**src/rtl/muldiv_regs.sv**
```systemverilog
module muldiv_regs (
  input  logic       clk,
  input  logic       rst_n,
  input  logic       wr_en,
  input  logic       rd_en,
  input  logic [3:0] addr,
  input  logic [7:0] wdata,
  output logic [7:0] rdata
);
  localparam int MUL_N = 16;
  localparam int DIV_N = 32;
  localparam int CW = $clog2(DIV_N);
  localparam logic [3:0] A_MRH = 4'd5;
  localparam logic [3:0] A_DVH = 4'd7;
  localparam logic [3:0] A_CTL = 4'd14;
  localparam logic [3:0] A_STA = 4'd15;

  logic [31:0] dvd, res, wq;
  logic [15:0] mpy, dvs, rem, acc, wd, dlow;
  logic [7:0]  ctl;
  logic [CW-1:0] cnt;
  logic busy, is_div, done, neg_q, neg_r, dz;

  wire clr    = wr_en && addr == A_CTL;
  wire go_mul = wr_en && addr == A_MRH;
  wire go_div = wr_en && addr == A_DVH;
  wire go     = go_mul || go_div;
  wire sgn    = ctl[0];

  wire [15:0] mpy_n = {wdata, mpy[7:0]};
  wire [15:0] dvs_n = {wdata, dvs[7:0]};
  wire [15:0] mag_a = (sgn && dvd[15]) ? -dvd[15:0] : dvd[15:0];
  wire [15:0] mag_m = (sgn && mpy_n[15]) ? -mpy_n : mpy_n;
  wire [31:0] mag_d = (sgn && dvd[31]) ? -dvd : dvd;
  wire [15:0] mag_v = (sgn && dvs_n[15]) ? -dvs_n : dvs_n;

  wire [16:0] msum = {1'b0, acc} + (wq[0] ? {1'b0, wd} : 17'd0);
  wire [16:0] dsh  = {acc, wq[31]};
  wire [17:0] dtr  = {1'b0, dsh} - {2'b00, wd};
  wire        dge  = ~dtr[17];

  logic [15:0] acc_n;
  logic [31:0] wq_n;
  always_comb begin
    if (is_div) begin
      acc_n = dge ? dtr[15:0] : dsh[15:0];
      wq_n  = {wq[30:0], dge};
    end else begin
      acc_n = msum[16:1];
      wq_n  = {wq[31:16], msum[0], wq[15:1]};
    end
  end

  wire last = busy && (cnt == (is_div ? CW'(DIV_N - 1) : CW'(MUL_N - 1)));
  wire step = busy && !go && !clr;
  wire fin  = step && last;
  wire [31:0] prod  = {acc_n, wq_n[15:0]};
  wire [31:0] res_n = is_div ? (dz ? 32'd0 : (neg_q ? -wq_n : wq_n))
                             : (neg_q ? -prod : prod);
  wire [15:0] rem_n = dz ? dlow : (neg_r ? -acc_n : acc_n);

  always_ff @(posedge clk or negedge rst_n) begin
    if (!rst_n) begin
      dvd <= '0; mpy <= '0; dvs <= '0; res <= '0; rem <= '0; ctl <= '0;
      busy <= 1'b0; is_div <= 1'b0; done <= 1'b0; neg_q <= 1'b0; neg_r <= 1'b0;
      dz <= 1'b0; cnt <= '0; acc <= '0; wq <= '0; wd <= '0; dlow <= '0;
    end else begin
      if (clr) begin
        dvd <= '0; mpy <= '0; dvs <= '0; res <= '0; rem <= '0;
        ctl <= wdata;
        busy <= 1'b0;
      end else if (wr_en) begin
        case (addr)
          4'd0: dvd[7:0]   <= wdata;
          4'd1: dvd[15:8]  <= wdata;
          4'd2: dvd[23:16] <= wdata;
          4'd3: dvd[31:24] <= wdata;
          4'd4: mpy[7:0]   <= wdata;
          4'd5: mpy[15:8]  <= wdata;
          4'd6: dvs[7:0]   <= wdata;
          4'd7: dvs[15:8]  <= wdata;
          default: ;
        endcase
      end

      if (go) begin
        busy   <= 1'b1;
        cnt    <= '0;
        is_div <= go_div;
        acc    <= '0;
        if (go_div) begin
          wq    <= mag_d;
          wd    <= mag_v;
          neg_q <= sgn && (dvd[31] ^ dvs_n[15]);
          neg_r <= sgn && dvd[31];
          dz    <= dvs_n == 16'd0;
          dlow  <= dvd[15:0];
        end else begin
          wq    <= {16'd0, mag_m};
          wd    <= mag_a;
          neg_q <= sgn && (dvd[15] ^ mpy_n[15]);
          neg_r <= 1'b0;
          dz    <= 1'b0;
          dlow  <= '0;
        end
      end else if (step) begin
        acc <= acc_n;
        wq  <= wq_n;
        cnt <= cnt + 1'b1;
        if (last) begin
          busy <= 1'b0;
          res  <= res_n;
          if (is_div) rem <= rem_n;
        end
      end

      if (clr || go)                     done <= 1'b0;
      else if (fin)                      done <= 1'b1;
      else if (rd_en && addr == A_STA)   done <= 1'b0;
    end
  end

  always_comb begin
    case (addr)
      4'd0:  rdata = dvd[7:0];
      4'd1:  rdata = dvd[15:8];
      4'd2:  rdata = dvd[23:16];
      4'd3:  rdata = dvd[31:24];
      4'd4:  rdata = mpy[7:0];
      4'd5:  rdata = mpy[15:8];
      4'd6:  rdata = dvs[7:0];
      4'd7:  rdata = dvs[15:8];
      4'd8:  rdata = res[7:0];
      4'd9:  rdata = res[15:8];
      4'd10: rdata = res[23:16];
      4'd11: rdata = res[31:24];
      4'd12: rdata = rem[7:0];
      4'd13: rdata = rem[15:8];
      4'd14: rdata = ctl;
      default: rdata = {done, 7'd0};
    endcase
  end

  AST_BUSY_NO_FLAG: assert property (@(posedge clk) disable iff (!rst_n) busy |-> !done);
  AST_CNT_BOUND: assert property (@(posedge clk) disable iff (!rst_n)
    busy |-> (is_div || cnt <= CW'(MUL_N - 1)));
  AST_GO_RESTART: assert property (@(posedge clk) disable iff (!rst_n) go |=> (busy && cnt == '0));
  AST_FIN_FLAG: assert property (@(posedge clk) disable iff (!rst_n) fin |=> (done && !busy));
  AST_HOLD_RESULT: assert property (@(posedge clk) disable iff (!rst_n)
    (step && !last) |=> ($stable(res) && $stable(rem)));
  AST_CLEAR_ALL: assert property (@(posedge clk) disable iff (!rst_n)
    clr |=> (dvd == '0 && mpy == '0 && dvs == '0 && res == '0 && rem == '0 && !busy && !done));
  AST_READ_CLEARS: assert property (@(posedge clk) disable iff (!rst_n)
    (rd_en && addr == A_STA && !busy && !wr_en) |=> !done);
endmodule

```
**config.mk**
```make
export PLATFORM = sky130hd
export DESIGN_NAME = muldiv_regs
export DESIGN_NICKNAME = d
export VERILOG_FILES = /design/src/rtl/muldiv_regs.sv
export SDC_FILE = /design/constraint.sdc
export NUM_CORES = 1
export LEC_CHECK = 0
export BUFFER_PORTS_ARGS = -buffer_cell sky130_fd_sc_hd__buf_2
export CAP_MARGIN = 30
export CORE_MARGIN = 1
export CORE_UTILIZATION = 44
export DETAILED_ROUTE_END_ITERATION = 8
export PLACE_DENSITY_LB_ADDON = 0.1
export SYNTH_ARGS = -nofsm -noshare
export SYNTH_HDL_FRONTEND = slang
export SYNTH_SLANG_ARGS = --single-unit
```
**constraint.sdc**
```tcl
create_clock -name clk -period 4.5 [get_ports clk]
set_input_delay 1.35 -clock clk [delete_from_list [all_inputs] [get_ports clk]]
set_output_delay 1.35 -clock clk [all_outputs]
set_load 0.01 [all_outputs]
```
==> load_flow_metrics.sql, run 1 <==
INSERT INTO impl_metrics (metric_group, metric, value, unit) VALUES
('status', 'run_status', 'complete, no violations', ''),
('setup_path', 'timing.critical_path.fanout_max', '21', ''),
('clock_network', 'tritoncts', 'done', ''),
('routing', 'ant_nets', '0', ''),
('setup_path', 'crit_path_start', 'addr[2]', ''),
('placement', 'place_congestion', '0.972', ''),
('routing', 'drt_iter0_drc', '1571', ''),
('sta', 'post-route-worst-setup-slack', '204', 'ps'),
('grt', 'grt_start_max_net_pins', '106', ''),
('grt', 'grtUsageTotal', '35.1', '%'),
('placement', 'i_o_buffers', '23', ''),
('layout', 'multiInputGateArea', '9370', 'µm²'),
('die', 'initial_core_util', '44.6', '%'),
('setup_path', 'critPathMaxStageDelay', '500', 'ps'),
('setup_path', 'crit_type', 'input port to output pin', ''),
('layout', 'flow.area_growth_from_synthesis', '12.7', '%'),
('setup_path', 'arrival', '2950', 'ps'),
('die', 'core', '34500', 'µm²'),
('synthesis', 'mean_area_per_synthesized_cell', '8.01', 'µm²'),
('setup_path', 'worst-r2r-setup-slack', '260', 'ps'),
('power', 'power_density', '703', 'nW/µm²'),
('setup_path', 'crit-reg2reg-capture', 'res[29]', ''),
('sta', 'setup_viol', '0', ''),
('job', 'timing.max_cap.violations', '0', ''),
('die', 'fp.dieArea', '35700', 'µm²'),
('clock_network', 'htree_levels', '1', ''),
('grt', 'antenna_found_initial', '1', ''),
('synthesis', 'synth-edff-count', '0', ''),
('clock_network', 'cts_root_buf', 'sky130_fd_sc_hd__clkbuf_16', ''),
('sta', 'fmaxAchievable', '233', 'MHz'),
('placement', 'dp_hpwl', '46800', 'µm'),
('layout', 'register_area', '5280', 'µm²'),
('layout', 'post_route_cells_drive_above_1_share', '11.5', '%'),
('routing', 'remaining_drc_errors', '0', ''),
('routing', 'dr.pass1.iters', '5', ''),
('layout', 'num-nets-final', '1983', ''),
('sta', 'slew_headroom', '37.9', '%'),
('die', 'dieWidth', '189', 'µm'),
('layout', 'filler_cell_count', '3384', ''),
('synthesis', 'share_of_async_settable_or_async_resettable_flops_after_synthesis', '100', '%'),
('synthesis', 'count_of_synthesis_stage_warnings_from_yosys', '0', ''),
('clock_network', 'tritoncts_num_sinks', '211', ''),
('synthesis', 'yosysSeqAreaShare', '34.4', '%'),
('die', 'die_h', '189', 'µm'),
('clock_network', 'cts_resized', '0', ''),
('clock_network', 'cts_buffer_depth', '3', ''),
('synthesis', 'post_synth_inst_count', '1919', ''),
('die', 'placementRows', '68', ''),
('synthesis', 'syn-num-nets', '1974', ''),
('worst_hold_path', 'holdCritPathClass', 'flop to flop', ''),
('synthesis', 'synth.ff_latch_count', '211', ''),
('routing', 'post_drt_wl_per_cell', '25.9', 'µm'),
('grt', 'residual_overflow_from_global_routing', '0', ''),
('clock_network', 'post_cts_buffers', '0', ''),
('die', 'io_pins', '24', ''),
('layout', 'layout_common_cells', 'sky130_fd_sc_hd__nand2_1 (269), sky130_fd_sc_hd__dfrtp_1 (210), sky130_fd_sc_hd__o21ai_0 (204)', ''),
('setup_path', 'critical_path.n_buffers_inverters', '3', ''),
('routing', 'count_of_vias_placed_by_the_detailed_router', '14800', ''),
('synthesis', 'ys_dominant_reg_cell', 'sky130_fd_sc_hd__dfrtp_1', ''),
('routing', 'detail_route.vias_per_cell', '6.15', ''),
('sta', 'rsz0062_at_grt', 'no', ''),
('grt', 'first_global_vias', '13900', ''),
('sta', 'finalClockSkew', '19.9', 'ps'),
('grt', 'grt_first_pass_wirelength', '92700', 'µm'),
('clock_network', 'ctsHoldBuffers', '0', ''),
('routing', 'routed_wl', '62300', 'µm'),
('setup_path', 'cp-end-kind', 'output pin', ''),
('layout', 'final_common_cell', 'sky130_fd_sc_hd__nand2_1', ''),
('placement', 'place_worst_setup_slack', '260', 'ps'),
('setup_path', 'cpMaxStageDelayCell', 'sky130_fd_sc_hd__mux4_2', ''),
('setup_path', 'startpoint_type', 'input port', '');
-- power by group --
group          internal, mW  switching (mW)  leakage (nW)  total [mW]
combinational          2.51            4.01          4.09        6.53
clock                  1.51           0.920         0.482        2.43
sequential             2.43           0.779          2.70        3.21
total                  6.45            5.71          7.27        12.2
-- layer usage --
layer  up-vias  routed length, µm  GRT usage (%)
met5         -                  0              0
met4         0               2020           10.2
met3       102               4650           6.25
met2       584              27600           54.8
met1      7230              28100           49.7
li1       6883                  -              -
-- kinds of logic after synthesis --
group           Yosys count  synth area share (%)
simple gates            668                  19.9
compound gates          621                  25.8
flops                   211                  34.4
buf+inv                 190                  4.80
xor+xnor                134                  7.64
mux                      56                  4.19
fa+ha+maj                39                  3.27
-- stage by stage --
step	cell area (µm²)	cells	util, %	hold slack (ps)	power [mW]
finish	17300	2406	50.3	485	12.2
detailed placement	16300	2354	47.4	473	9.60
global route	17300	2404	50.2	516	12.9
CTS	17300	2404	50.2	489	12.1
floorplan	15400	1919	-	433	7.31
global placement	16300	2353	47.3	469	9.55
-- how the worst min path moves through the flow --
stage	start	end	slack, ps	cells past startpoint
after floorplan	res[22]	res[22]	430	2
after global placement	dlow[0]	dlow[0]	470	2
after detailed placement	dlow[0]	dlow[0]	470	2
after CTS	dlow[0]	dlow[0]	490	2
after global routing	dlow[13]	dlow[13]	520	1
final	dlow[0]	dlow[0]	490	2
-- worst register-to-register path: stages, from the launching register on --
cell	delay [ps]
sky130_fd_sc_hd__dfrtp_1	420
sky130_fd_sc_hd__and2_1	160
sky130_fd_sc_hd__ha_1	220
sky130_fd_sc_hd__fa_1	440
sky130_fd_sc_hd__a211oi_1	480
sky130_fd_sc_hd__o21a_1	250
sky130_fd_sc_hd__nor3_1	70
sky130_fd_sc_hd__o32ai_1	240
sky130_fd_sc_hd__nor2_1	60
sky130_fd_sc_hd__o32ai_1	400
sky130_fd_sc_hd__or3b_2	530
sky130_fd_sc_hd__or2_1	250
sky130_fd_sc_hd__nor3_1	180
sky130_fd_sc_hd__mux2_1	350
sky130_fd_sc_hd__o21ai_1	110
-- sequential cells by signal, indices dropped and copies added (netlist names), 5 cells and up --
register,cells
dvd,32
wd,16
cnt,5
ctl,8
mpy,16
res,32
rem,16
dvs,16
acc,16
wq,32
dlow,16
-- synthesized netlist by cell type (all sizes together), types with 31 or more instances --
| library cell | number | area share, % |
|---|---|---|
| nand3 | 58 | 1.9 |
| a21oi | 149 | 5.0 |
| ha | 37 | 3.0 |
| a22o | 33 | 1.9 |
| nor2 | 159 | 3.9 |
| xnor2 | 85 | 4.8 |
| dfrtp | 211 | 34 |
| xor2 | 49 | 2.8 |
| inv | 49 | 1.2 |
| o211ai | 31 | 1.5 |
| clkbuf | 113 | 2.8 |
| nor3 | 37 | 1.3 |
| nand2 | 269 | 6.6 |
| mux2i | 34 | 2.2 |
| o21ai | 222 | 7.3 |
-- area by class of cell --
type	instances	share of cell area, %
Multi-Input combinational cell	1518	54.1
Timing Repair Buffer	121	5.26
Inverter	49	1.06
Antenna cell	2	0.0289
Clock inverter	17	1.47
Clock buffer	33	4.26
Tap cell	455	3.29
Sequential cell	211	30.5
Note: power is estimated with default switching activity, not from simulation.
==> run 2, diff against run 1 <==
--- a/config.mk
+++ b/config.mk
@@ -8,7 +8,7 @@
 export BUFFER_PORTS_ARGS = -buffer_cell sky130_fd_sc_hd__buf_2
 export CAP_MARGIN = 30
 export CORE_MARGIN = 1
-export CORE_UTILIZATION = 44
+export CORE_UTILIZATION = 50
 export DETAILED_ROUTE_END_ITERATION = 8
 export PLACE_DENSITY_LB_ADDON = 0.1
 export SYNTH_ARGS = -nofsm -noshare
==> constraint.sdc (replaced) <==
create_clock -name clk -period 3.5 [get_ports clk]
set_input_delay 1.05 -clock clk [delete_from_list [all_inputs] [get_ports clk]]
set_output_delay 1.05 -clock clk [all_outputs]
set_load 0.01 [all_outputs]
==> load_flow_metrics.sql, run 2 (same netlist as run 1, synthesis figures left out) <==
INSERT INTO impl_metrics (metric_group, metric, value, unit) VALUES
('status', 'run_status', 'complete, but fails checks', ''),
('status', 'violations', 'setup timing', ''),
('power', 'power_density', '936', 'nW/µm²'),
('job', 'timing.max_cap.violations', '0', ''),
('grt', 'first_global_vias', '15800', ''),
('layout', 'filler_cell_count', '2504', ''),
('grt', 'grt_start_max_net_pins', '88', ''),
('setup_path', 'worst_ep_required_time', '3900', 'ps'),
('grt', 'grt_first_pass_wirelength', '98300', 'µm'),
('routing', 'drt_iter0_drc', '1948', ''),
('setup_path', 'crit_type', 'flop to flop', ''),
('routing', 'detail_route.vias_per_cell', '6.45', ''),
('setup_path', 'cp-end-kind', 'flop', ''),
('clock_network', 'cts_root_buf', 'sky130_fd_sc_hd__clkbuf_16', ''),
('routing', 'post_drt_wl_per_cell', '25.9', 'µm'),
('setup_path', 'critical_path.reg2reg.startpoint', 'wq[0]', ''),
('clock_network', 'worst_skew_pair.late_latency', '560', 'ps'),
('sta', 'report.final.hold_viol_count', '0', ''),
('layout', 'final_common_cell', 'sky130_fd_sc_hd__buf_4', ''),
('grt', 'residual_overflow_from_global_routing', '0', ''),
('clock_network', 'path_clk_slew', '70', 'ps'),
('layout', 'final_cell_count_no_fill', '2603', ''),
('placement', 'i_o_buffers', '23', ''),
('sta', 'fmaxAchievable', '267', 'MHz'),
('sta', 'timing.final.crit_share', '107', '%'),
('placement', 'place_congestion', '0.965', ''),
('die', 'io_pins', '24', ''),
('sta', 'timing_worst_slew_pin_value', '833', 'ps'),
('layout', 'num-nets-final', '2246', ''),
('sta', 'post-route-worst-setup-slack', '-246', 'ps'),
('die', 'placementRows', '63', ''),
('die', 'initial_core_util', '51.3', '%'),
('clock_network', 'tritoncts', 'done', ''),
('setup_path', 'worst_r2r_path_depth', '17', ''),
('layout', 'flow.area_growth_from_synthesis', '32.5', '%'),
('setup_path', 'crit-reg2reg-capture', 'rem[12]', ''),
('sta', 'setup_viol', '16', ''),
('power', 'power.total', '19.1', 'mW'),
('sta', 'slew_headroom', '44.5', '%'),
('sta', 'rsz0062_at_grt', 'yes', ''),
('clock_network', 'tritoncts_num_sinks', '211', ''),
('routing', 'ant_nets', '0', ''),
('setup_path', 'critical_path.n_buffers_inverters', '3', ''),
('layout', 'post_route_cells_drive_above_1_share', '28.0', '%'),
('routing', 'routed_wl', '67500', 'µm'),
('worst_hold_path', 'min_to', 'ctl[7]', ''),
('sta', 'min_period', '3750', 'ps'),
('clock_network', 'htree_levels', '1', ''),
('grt', 'grtUsageTotal', '42.3', '%'),
('layout', 'largestRegisters', 'dvd x32, res x32, wq x32', ''),
('setup_path', 'startpoint_type', 'flop', ''),
('setup_path', 'worst-r2r-setup-slack', '-250', 'ps'),
('sta', 'finalMaxSlewViolations', '0', ''),
('setup_path', 'timing.critical_path.fanout_max', '5', ''),
('routing', 'dr.pass1.iters', '6', ''),
('placement', 'dp_hpwl', '48800', 'µm'),
('die', 'core', '30000', 'µm²'),
('setup_path', 'arrival', '4150', 'ps'),
('setup_path', 'timing.critical_path.max_delay_family', 'compound AO/OA/AOI/OAI gates', ''),
('worst_hold_path', 'worst_hold_startpoint', 'ctl[7]', ''),
('setup_path', 'cpMaxStageDelayCell', 'sky130_fd_sc_hd__dfrtp_2', ''),
('power', 'peakVddDrop', '0.000576', 'V'),
('grt', 'antenna_found_initial', '3', ''),
('die', 'dieWidth', '177', 'µm'),
('routing', 'count_of_vias_placed_by_the_detailed_router', '16800', ''),
('placement', 'dp.cells', '2501', ''),
('die', 'fp.dieArea', '31400', 'µm²'),
('sta', 'fin_tns_setup', '-2040', 'ps'),
('setup_path', 'chain_of_cells_forming_the_critical_path', 'and2_4 > ha_4 > fa_2 > a211oi_4 > o21a_2 > buf_6 > nor3_4 > o32ai_2 > nor2_1 > o32ai_2 > buf_4 > or2b_4 > nor3_4 > buf_6 > a21boi_1 > xor2_1 > o221ai_1', ''),
('clock_network', 'cts_buffer_depth', '3', ''),
('worst_hold_path', 'min_delay_path_depth', '2', ''),
('routing', 'remaining_drc_errors', '0', ''),
('worst_hold_path', 'holdCritPathClass', 'flop to flop', ''),
('layout', 'layout_common_cells', 'sky130_fd_sc_hd__buf_4 (328), sky130_fd_sc_hd__nand2_1 (265), sky130_fd_sc_hd__dfrtp_1 (208)', ''),
('power', 'p_leak', '8.82', 'nW'),
('clock_network', 'cts_buffers', '26', ''),
('setup_path', 'critPathMaxStageDelay', '440', 'ps'),
('die', 'die_h', '177', 'µm'),
('sta', 'finalClockSkew', '26.0', 'ps');
-- run 2: changes by cell type in the layout (fill, tap and decap cells not counted), sizes merged --
cell / before / now
diode: 2 / 3
clkbuf: 33 / 38
bufinv: 6 / 1
inv: 51 / 49
buf: 121 / 383
clkinvlp: 3 / 4
-- run 2: how the worst max path moves through the flow --
stage               startpoint      end  cells after the start
finish                   wq[0]  rem[12]                     17
global route             wq[0]  res[31]                     16
CTS                      wq[0]  rem[12]                     16
detailed placement       wq[0]  rem[12]                     16
global placement         wq[0]  rem[12]                     16
floorplan                wq[0]  rem[15]                     14
-- run 2: power by group --
part | internal [mW] | switching [mW]
Combinational | 5.63 | 6.63
Sequential | 3.12 | 0.895
Clock | 1.65 | 1.15
-- run 2: final cells by class --
type	instances	area [µm²]	share of cell area [%]
multi-input combinational	1518	10400	50.9
sequential	211	5280	25.9
timing repair buffer	385	3160	15.5
clock buffer	36	790	3.88
tap	390	488	2.40
inverter	49	184	0.903
clock inverter	11	97.6	0.479
antenna	3	7.51	0.0369
-- run 2: metrics by stage --
stage / instance area (µm²) / util, % / hold WS (ps) / worst slack [ps]
2_1_floorplan: 15400 / - / 433 / -19.8
3_3_place_gp: 18000 / 60.0 / 456 / -427
3_5_place_dp: 18000 / 60.1 / 460 / -439
4_1_cts: 19300 / 64.4 / 476 / -286
5_1_grt: 20400 / 68.0 / 497 / -363
6_report: 20400 / 68.0 / 479 / -246
-- run 2: layer usage --
metal	GRT usage, %	up-vias	part of all wire, %
li1	-	7413	-
met1	58.7	8160	41
met2	62.8	979	43
met3	8.42	228	10
met4	20.4	2	5.8
met5	0	-	0.027
-- run 2: worst min-delay path, delay by kind of cell (launching register included) --
| family | cells | cell delay [ps] |
|---|---|---|
| flops | 1 | 340 |
| simple gates | 2 | 110 |
-- run 2: what timing repair did --
action                     CTS  global route
cloned                       0             2
pin swaps                   31            68
gates resized for setup     73           150
hold buffers                 0             0
buffers inserted            15            36
setup endpoints to repair   31            39
